**config.mk**
```make
export PLATFORM = sky130hd
export DESIGN_NAME = cal_alarm
export DESIGN_NICKNAME = d
export VERILOG_FILES = /design/src/rtl/cal_alarm.sv
export SDC_FILE = /design/constraint.sdc
export NUM_CORES = 1
export LEC_CHECK = 0
export ABC_AREA = 1
export BUFFER_PORTS_ARGS = -buffer_cell sky130_fd_sc_hd__buf_2
export CAP_MARGIN = 40
export CORE_MARGIN = 5
export CORE_UTILIZATION = 37
export DETAILED_ROUTE_END_ITERATION = 8
export GPL_ROUTABILITY_DRIVEN = 0
export PLACE_DENSITY = 0.58
export SYNTH_ARGS = -nofsm -noshare
export SYNTH_HDL_FRONTEND = slang
export SYNTH_SLANG_ARGS = --single-unit
```
**constraint.sdc**
```tcl
create_clock -name clk -period 5.28 [get_ports clk]
set_input_delay 1.056 -clock clk [delete_from_list [all_inputs] [get_ports clk]]
set_output_delay 1.056 -clock clk [all_outputs]
set_load 0.005 [all_outputs]
```
**src/rtl/cal_alarm.sv**
```systemverilog
module cal_alarm #(
  parameter int DW = 16
) (
  input  logic          clk,
  input  logic          rst_n,
  input  logic          tick,
  input  logic          wr,
  input  logic          rd,
  input  logic [6:0]    addr,
  input  logic [DW-1:0] wdata,
  output logic [DW-1:0] rdata,
  output logic          irq_n
);
  localparam logic [6:0] A_STA = 7'h04;
  localparam logic [6:0] A_EN  = 7'h08;
  localparam logic [6:0] A_MSK = 7'h10;
  localparam logic [6:0] FM [0:6] = '{7'h3f, 7'h3f, 7'h1f, 7'h1f, 7'h07, 7'h0f, 7'h7f};

  logic [6:0] tm [0:6];
  logic [6:0] nt [0:6];
  logic [6:0] al [0:6];
  logic [6:0] msk;
  logic [2:0] en;
  logic [1:0] sta;
  logic       tick_d;
  logic       hit, fire;
  logic [6:0] mlen;
  logic [2:0] fidx;
  logic       tsel, asel;
  wire        unused_hi = &{1'b0, wdata[DW-1:7]};

  assign fidx = addr[4:2];
  assign tsel = addr[6:5] == 2'b10 && addr[1:0] == 2'b00 && fidx != 3'd7;
  assign asel = addr[6:5] == 2'b11 && addr[1:0] == 2'b00 && fidx != 3'd7;

  always_comb begin
    case (tm[5])
      7'd4, 7'd6, 7'd9, 7'd11: mlen = 7'd30;
      7'd2:                    mlen = (tm[6][1:0] == 2'b00) ? 7'd29 : 7'd28;
      default:                 mlen = 7'd31;
    endcase
  end

  always_comb begin
    nt = tm;
    if (tick) begin
      if (tm[0] >= 7'd59) begin
        nt[0] = 7'd0;
        if (tm[1] >= 7'd59) begin
          nt[1] = 7'd0;
          if (tm[2] >= 7'd23) begin
            nt[2] = 7'd0;
            nt[4] = (tm[4] >= 7'd6) ? 7'd0 : tm[4] + 7'd1;
            if (tm[3] >= mlen) begin
              nt[3] = 7'd1;
              if (tm[5] >= 7'd12) begin
                nt[5] = 7'd1;
                nt[6] = tm[6] + 7'd1;
              end else nt[5] = tm[5] + 7'd1;
            end else nt[3] = tm[3] + 7'd1;
          end else nt[2] = tm[2] + 7'd1;
        end else nt[1] = tm[1] + 7'd1;
      end else nt[0] = tm[0] + 7'd1;
    end
    if (wr && tsel) nt[fidx] = wdata[6:0] & FM[fidx];
  end

  always_comb begin
    hit = 1'b1;
    for (int i = 0; i < 7; i++)
      if (!msk[i] && tm[i] != al[i]) hit = 1'b0;
  end

  assign fire = tick_d && en[0] && hit;

  always_ff @(posedge clk or negedge rst_n) begin
    if (!rst_n) begin
      tm     <= '{7'd0, 7'd0, 7'd0, 7'd1, 7'd0, 7'd1, 7'd0};
      al     <= '{default: 7'd0};
      msk    <= '0;
      en     <= '0;
      sta    <= '0;
      tick_d <= 1'b0;
    end else begin
      tm     <= nt;
      tick_d <= tick;
      if (wr && asel) al[fidx] <= wdata[6:0] & FM[fidx];
      if (wr && addr == A_MSK) msk <= wdata[6:0];
      if (wr && addr == A_EN) en <= wdata[2:0];
      else if (fire && en[2]) en[0] <= 1'b0;
      sta <= (rd && addr == A_STA) ? 2'b00 : sta;
      if (tick) sta[1] <= 1'b1;
      if (fire) sta[0] <= 1'b1;
    end
  end

  always_comb begin
    rdata = '0;
    if (tsel) rdata[6:0] = tm[fidx];
    else if (asel) rdata[6:0] = al[fidx];
    else if (addr == A_STA) rdata[1:0] = sta;
    else if (addr == A_EN) rdata[2:0] = en;
    else if (addr == A_MSK) rdata[6:0] = msk;
  end

  assign irq_n = !(sta[0] || (sta[1] && en[1]));
endmodule

```
# Word-level counts from Yosys, hierarchy flattened
# Memory sizes are Yosys's and may differ from the RTL's.
# Index checks and enable logic that the tools add are counted.
# totals
register_bits,111
mem_bits_ro,56
in_bits,28
output_inout_bits,17
memories,1
# op_classes
add_sub_neg,7
magnitude_cmp,8
n_eq_ne,18
n_mux,46
bitwise,2
reduce_logical,36
# memory_table
memory,depth,word_bits,rd,rd_clocked_by_memory_dff,write_ports,line_no,source
(name not given),8,7,1,0,0,87,if (wr && asel) al[fidx] <= wdata[6:0] & FM[fidx];
# ops
cell,n
2-to-1 mux 7 bit,17
bitwise mux 49 bit,2
2-to-1 mux 49 bit,2
"adder 7 x 1 -> 7 bit, second input constant",7
!= test 7 bit,7
binary-select mux 7 bit (select 3 bit),2
2-to-1 mux 42 bit,1
2-to-1 mux 35 bit,1
2-to-1 mux 28 bit,1
demux 7 bit (select 3 bit),1
"equality test 7 x 3 -> 1 bit, second input constant",3
"equality test 7 x 4 -> 1 bit, second input constant",3
logical AND 1 bit,21
">= comparator 7 x 6 -> 1 bit, second input constant",2
2-to-1 mux 14 bit,1
2-to-1 mux 1 bit,12
zero test 1 bit,8
bitwise AND 7 bit,1
"equality test 7 x 2 -> 1 bit, second input constant",1
"equality test 7 x 5 -> 1 bit, second input constant",1
">= comparator 7 x 3 -> 1 bit, second input constant",1
">= comparator 7 x 4 -> 1 bit, second input constant",1
">= comparator 7 x 5 -> 1 bit, second input constant",1
>= comparator 7 bit,1
14 further kinds,19

# Depth between registers and ports, before layout
# depth
depth_word,13
mapped_depth,21

# Worst setup path before layout
# Ideal clock, no wire load.
# synth_timing
path_kind,input to output
startpoint,input port addr[2]
endpoint,output port rdata[2]
arrival_time_ps,2067
required_ps,4224
path_slack_ps,2157
path_stages,9
path_buffers,2
cell_sequence,buf_6 inv_2 nand2_1 inv_2 buf_2 a22oi_1 nand3_1 o211ai_1 nand3_1
# synth_between
elab_chain_cells,6
word_cells_on_any_way,18
# synth_rtl
element,line_no,source
from (decl),9,"input logic [6:0] addr,"
equality test 7 x 5 -> 1 bit / NOT 3 -> 4 bit (equally long branches),"103, 99, 100",
2-to-1 mux 7 bit / binary-select mux 7 bit (select 3 bit) (equally long branches),"103, 100",
2-to-1 mux 3 bit / 2-to-1 mux 7 bit (equally long branches),"102, 100",
2-to-1 mux 5 bit / 2-to-1 mux 7 bit (equally long branches),"101, 100",
2-to-1 mux 7 bit,100,else if (asel) rdata[6:0] = al[fidx];
2-to-1 mux 7 bit *,99,if (tsel) rdata[6:0] = tm[fidx];
to (decl),11,"output logic [DW-1:0] rdata,"
# Mark *: on every way between the ends. The rest lies on a longest branch, timed or not. The select of a mux whose other input is x is not followed.

# Worst setup path after layout
# layout_timing
startpoint,input port addr[3]
endpoint,output port rdata[2]
# Same word-level chain as after synthesis.

==> metrics.md <==
| Metric | Value |
|---|---|
| Status | finished clean |
| Setup TNS after final layout | 0 ns |
| Inserted Clock Buffers | 9 |
| Minimum clock period | 4.072 ns |
| Largest stage delay on the critical path | between 0.3 and 0.4 ns |
| Routed wire length | 25,040 µm |
| Fin Clk Skew | 0.005979 ns |
| Number of library cell types mapped by synthesis | 51 |
| Final slew viol count | 0 |
| DRT Pass-1 Iters | 5 |
| Sink Count | approximately 110 |
| Ratio of cells with drive above 1 in the final layout | between 10% and 20% |
| N_diodes | 0 |
| DR vias/cell | ~5.4 |
| CP Data Required Time | 4.22 ns |
| Grt ovf | 0 |
| Ranking of synthesized cells by area | dfrtp_1 (36%), nand2_1 (14%), inv_1 (6.3%), o21ai_0 (5.0%), nand3_1 (3.9%) |
| Synth top area share | 35.69% |
| Rows | 52 |
| Tot GR Track Use | 21.14% |
| Largest net degree at the start of global routing | 50 |
| Wirelength per Cell | 18.96 µm |
| Resize count post-CTS | 0 |
| PortBufs | 26 |
| Post-Synthesis Cell Area | 7644 µm² |
| Clock Latency Late Sink | 0.36 ns |
| RSZ-0062 raised after global routing | no |
| Average size of a mapped cell | 7.378 µm² |
| Synth Instances | 1,036 |
| MaxCap Viol Count | 0 |
| Switching Fraction | 36.96% |
| DR vias | 7,077 |
| TritonCTS clock tree | built |
| Final period util | 77.13% |
| DR DRC count | 0 |
| Commonest cells post-synth | nand2_1 (278), inv_1 (128), dfrtp_1 (109) |
| Die height | 153.7 µm |
| Die W | 153.7 µm |
| Top Ports | 45 |
| Slowest-stage cell, CP | nand2_1 |
| Slew @ Worst Pin | 0.8430 ns |
| Most used flip-flop cell after synthesis | dfrtp_1 |
| 1st-iter DRT viols | 692 |
| Layout Area Growth over Synthesis | 7.563% |
| Yosys reg bits | 111 |
| Synth warn | 0 |
| Root Driver | clkbuf_16 |
| Int Pwr | 1.592 mW |
| Cts hold-fix bufs | 0 |
| Post-route ant nets | 0 |
| Pwr Density | 307.1 nW/µm² |
| CP max FO | 19 |
| Initial Util | between 30 and 40% |
| Most numerous cell in the Yosys netlist | nand2_1 |
| Leakage | roughly 4 nW |
| Fraction of the yosys area taken by sequential cells | 36.37% |
| Die ar. | 23,630 µm² |
| Clk pwr share | 29.0% |
| Clock slew at reported path FFs | 0.07 ns |
| Post-route insts no fill | 1,321 |
| Vias in the first global route | 6,610 |
| Max Freq | 0.2456 GHz |
| Critical path, cell by cell | buf_2 -> inv_1 -> nand2_1 -> inv_2 -> a22oi_1 -> nand3_1 -> o211ai_1 -> nand3_1 -> buf_2 |
| Setup bufs post-CTS | 0 |
| Global-route wire length before repair | 38,920 µm |
| # H-tree levels | 3 |
| Cells after DPL | 1,305 |
| Final setup fails | 0 |
| Clock tree buffer depth | 2 |
| Seq pwr share | 44.3% |
| Tightest Hold Check Type | flip-flop to flip-flop |
| DPL Wire Length | 18,750 µm |
| Final Net Count | 1,093 |
| Post-synth top area cell | dfrtp_1 |
| Antenna violations before repair | 0 |
| CP Capture Type | output port |
| EDFF count, synth | 0 |
| Crit path max-delay family | buffers and inverters |
| WP data arrival | about 3.0 ns |
| CP Class | input port to output port |
| Fraction of registers with async set/reset | 100.0% |
| WP buf/inv | 4 |
| CP startpoint kind | input port |
| Fin. Hold Viols | 0 |
| Core area | 20,300 µm² |
| Slew HR | 43.74% |
| Maximum VDD drop | roughly 0.16 mV |
| Combinational power share | 26.7% |
| Switching power | 0.9331 mW |
-- worst min-delay path, cell delays in order (launching register included) --
cell,delay (ns)
dfrtp_1,0.35
nand2_1,0.05
o21ai_1,0.06
-- area by class of cell --
type | instances | area (µm²)
clock buffer | 10 | 239.0
clock inverter | 6 | 72.57
fill | 2116 | 12080
inverter | 142 | 540.5
multi-input combinational | 750 | 4074
sequential | 111 | 2780
tap | 270 | 337.8
timing repair buffer | 32 | 177.7
-- final timing paths --
| kind | from | endpoint | slack (ns) | cells after the start |
|---|---|---|---|---|
| min in group asynchronous | rst_n | msk[1]$_DFFE_PN0P_ | 0.72 | 1 |
| max in group asynchronous | rst_n | al[33]$_DFFE_PN0P_ | 3.59 | 2 |
| worst max-delay path | addr[3] | rdata[2] | 1.21 | 9 |
| worst max register to register | tm[8]$_DFF_PN0_ | tm[0]$_DFF_PN0_ | 2.24 | 18 |
| worst min register to register | msk[0]$_DFFE_PN0P_ | msk[0]$_DFFE_PN0P_ | 0.50 | 2 |
| worst min-delay path | msk[0]$_DFFE_PN0P_ | msk[0]$_DFFE_PN0P_ | 0.50 | 2 |
-- cells in the final DEF (no fill, tap or decap), types with 2 or more instances in the layout --
cell type    n
o22ai_1     23
nand3b_1     3
dfrtp_1    109
a22oi_1     15
conb_1       9
o21ai_2     21
nor2_8       5
o2bb2ai_1    2
buf_4        7
inv_1      128
nor2_2       5
nor2_1      64
dfstp_2      2
nand3_1     60
xnor2_1     31
o21ai_1     16
clkbuf_16    9
o211ai_1     9
a31oi_1      3
nand2_4      5
nand4_1      9
a21oi_1     46
nand2_2      7
o21ai_0     77
nand3_4      3
buf_2       25
nand2_1    278
inv_2       11
inv_6        5
xor2_1      11
o31ai_1      2
nor3_1       8
o2111ai_1    4
ha_1        19
a41oi_1      3
-- registers in the layout, summed over array words and instances, names as in the netlist --
| name | count |
|---|---|
| msk | 7 |
| sta | 2 |
| al | 49 |
| en | 3 |
| tick_d | 1 |
| tm | 49 |
-- power by group through the flow --
stage / Combinational [mW] / Sequential [mW] / Clock, mW
after detailed placement: 0.664 / 1.13 / 0
after CTS: 0.667 / 1.11 / 0.752
final: 0.675 / 1.12 / 0.733
after global placement: 0.657 / 1.13 / 0
after floorplan: 0.504 / 1.07 / 0
after global routing: 0.758 / 1.13 / 0.776
-- logic make-up (layout without fill, tap and decap cells) --
family          after synthesis  in the layout  synth area share [%]
simple gates                453            453                 27.03
other cells                   1              9               0.04906
compound gates              227            227                 17.91
buf+inv                     183            190                 10.72
xor+xnor                     42             42                 4.813
flops                       111            111                 36.37
fa+ha+maj                    19             19                 3.110
-- per-layer routing --
metal | GRT usage, % | wire (µm)
met1 | 30.03 | 11480
met5 | 0 | 0
met4 | 5.088 | 522
met2 | 33.26 | 11410
met3 | 4.244 | 1628
-- stage by stage --
stage | power [mW] | instance area [µm²] | utilization [%] | hold WS, ns | setup WS, ns
after floorplan | 1.576 | 7674 | - | 0.4588 | 2.157
after global placement | 1.786 | 7910 | 38.97 | 0.4746 | 1.308
after CTS | 2.532 | 8222 | 40.50 | 0.5010 | 1.273
after global routing | 2.666 | 8222 | 40.50 | 0.5334 | 1.032
after detailed placement | 1.793 | 7910 | 38.97 | 0.4829 | 1.280
final | 2.525 | 8222 | 40.50 | 0.4966 | 1.208
Note: power is estimated with default switching activity, not from simulation.
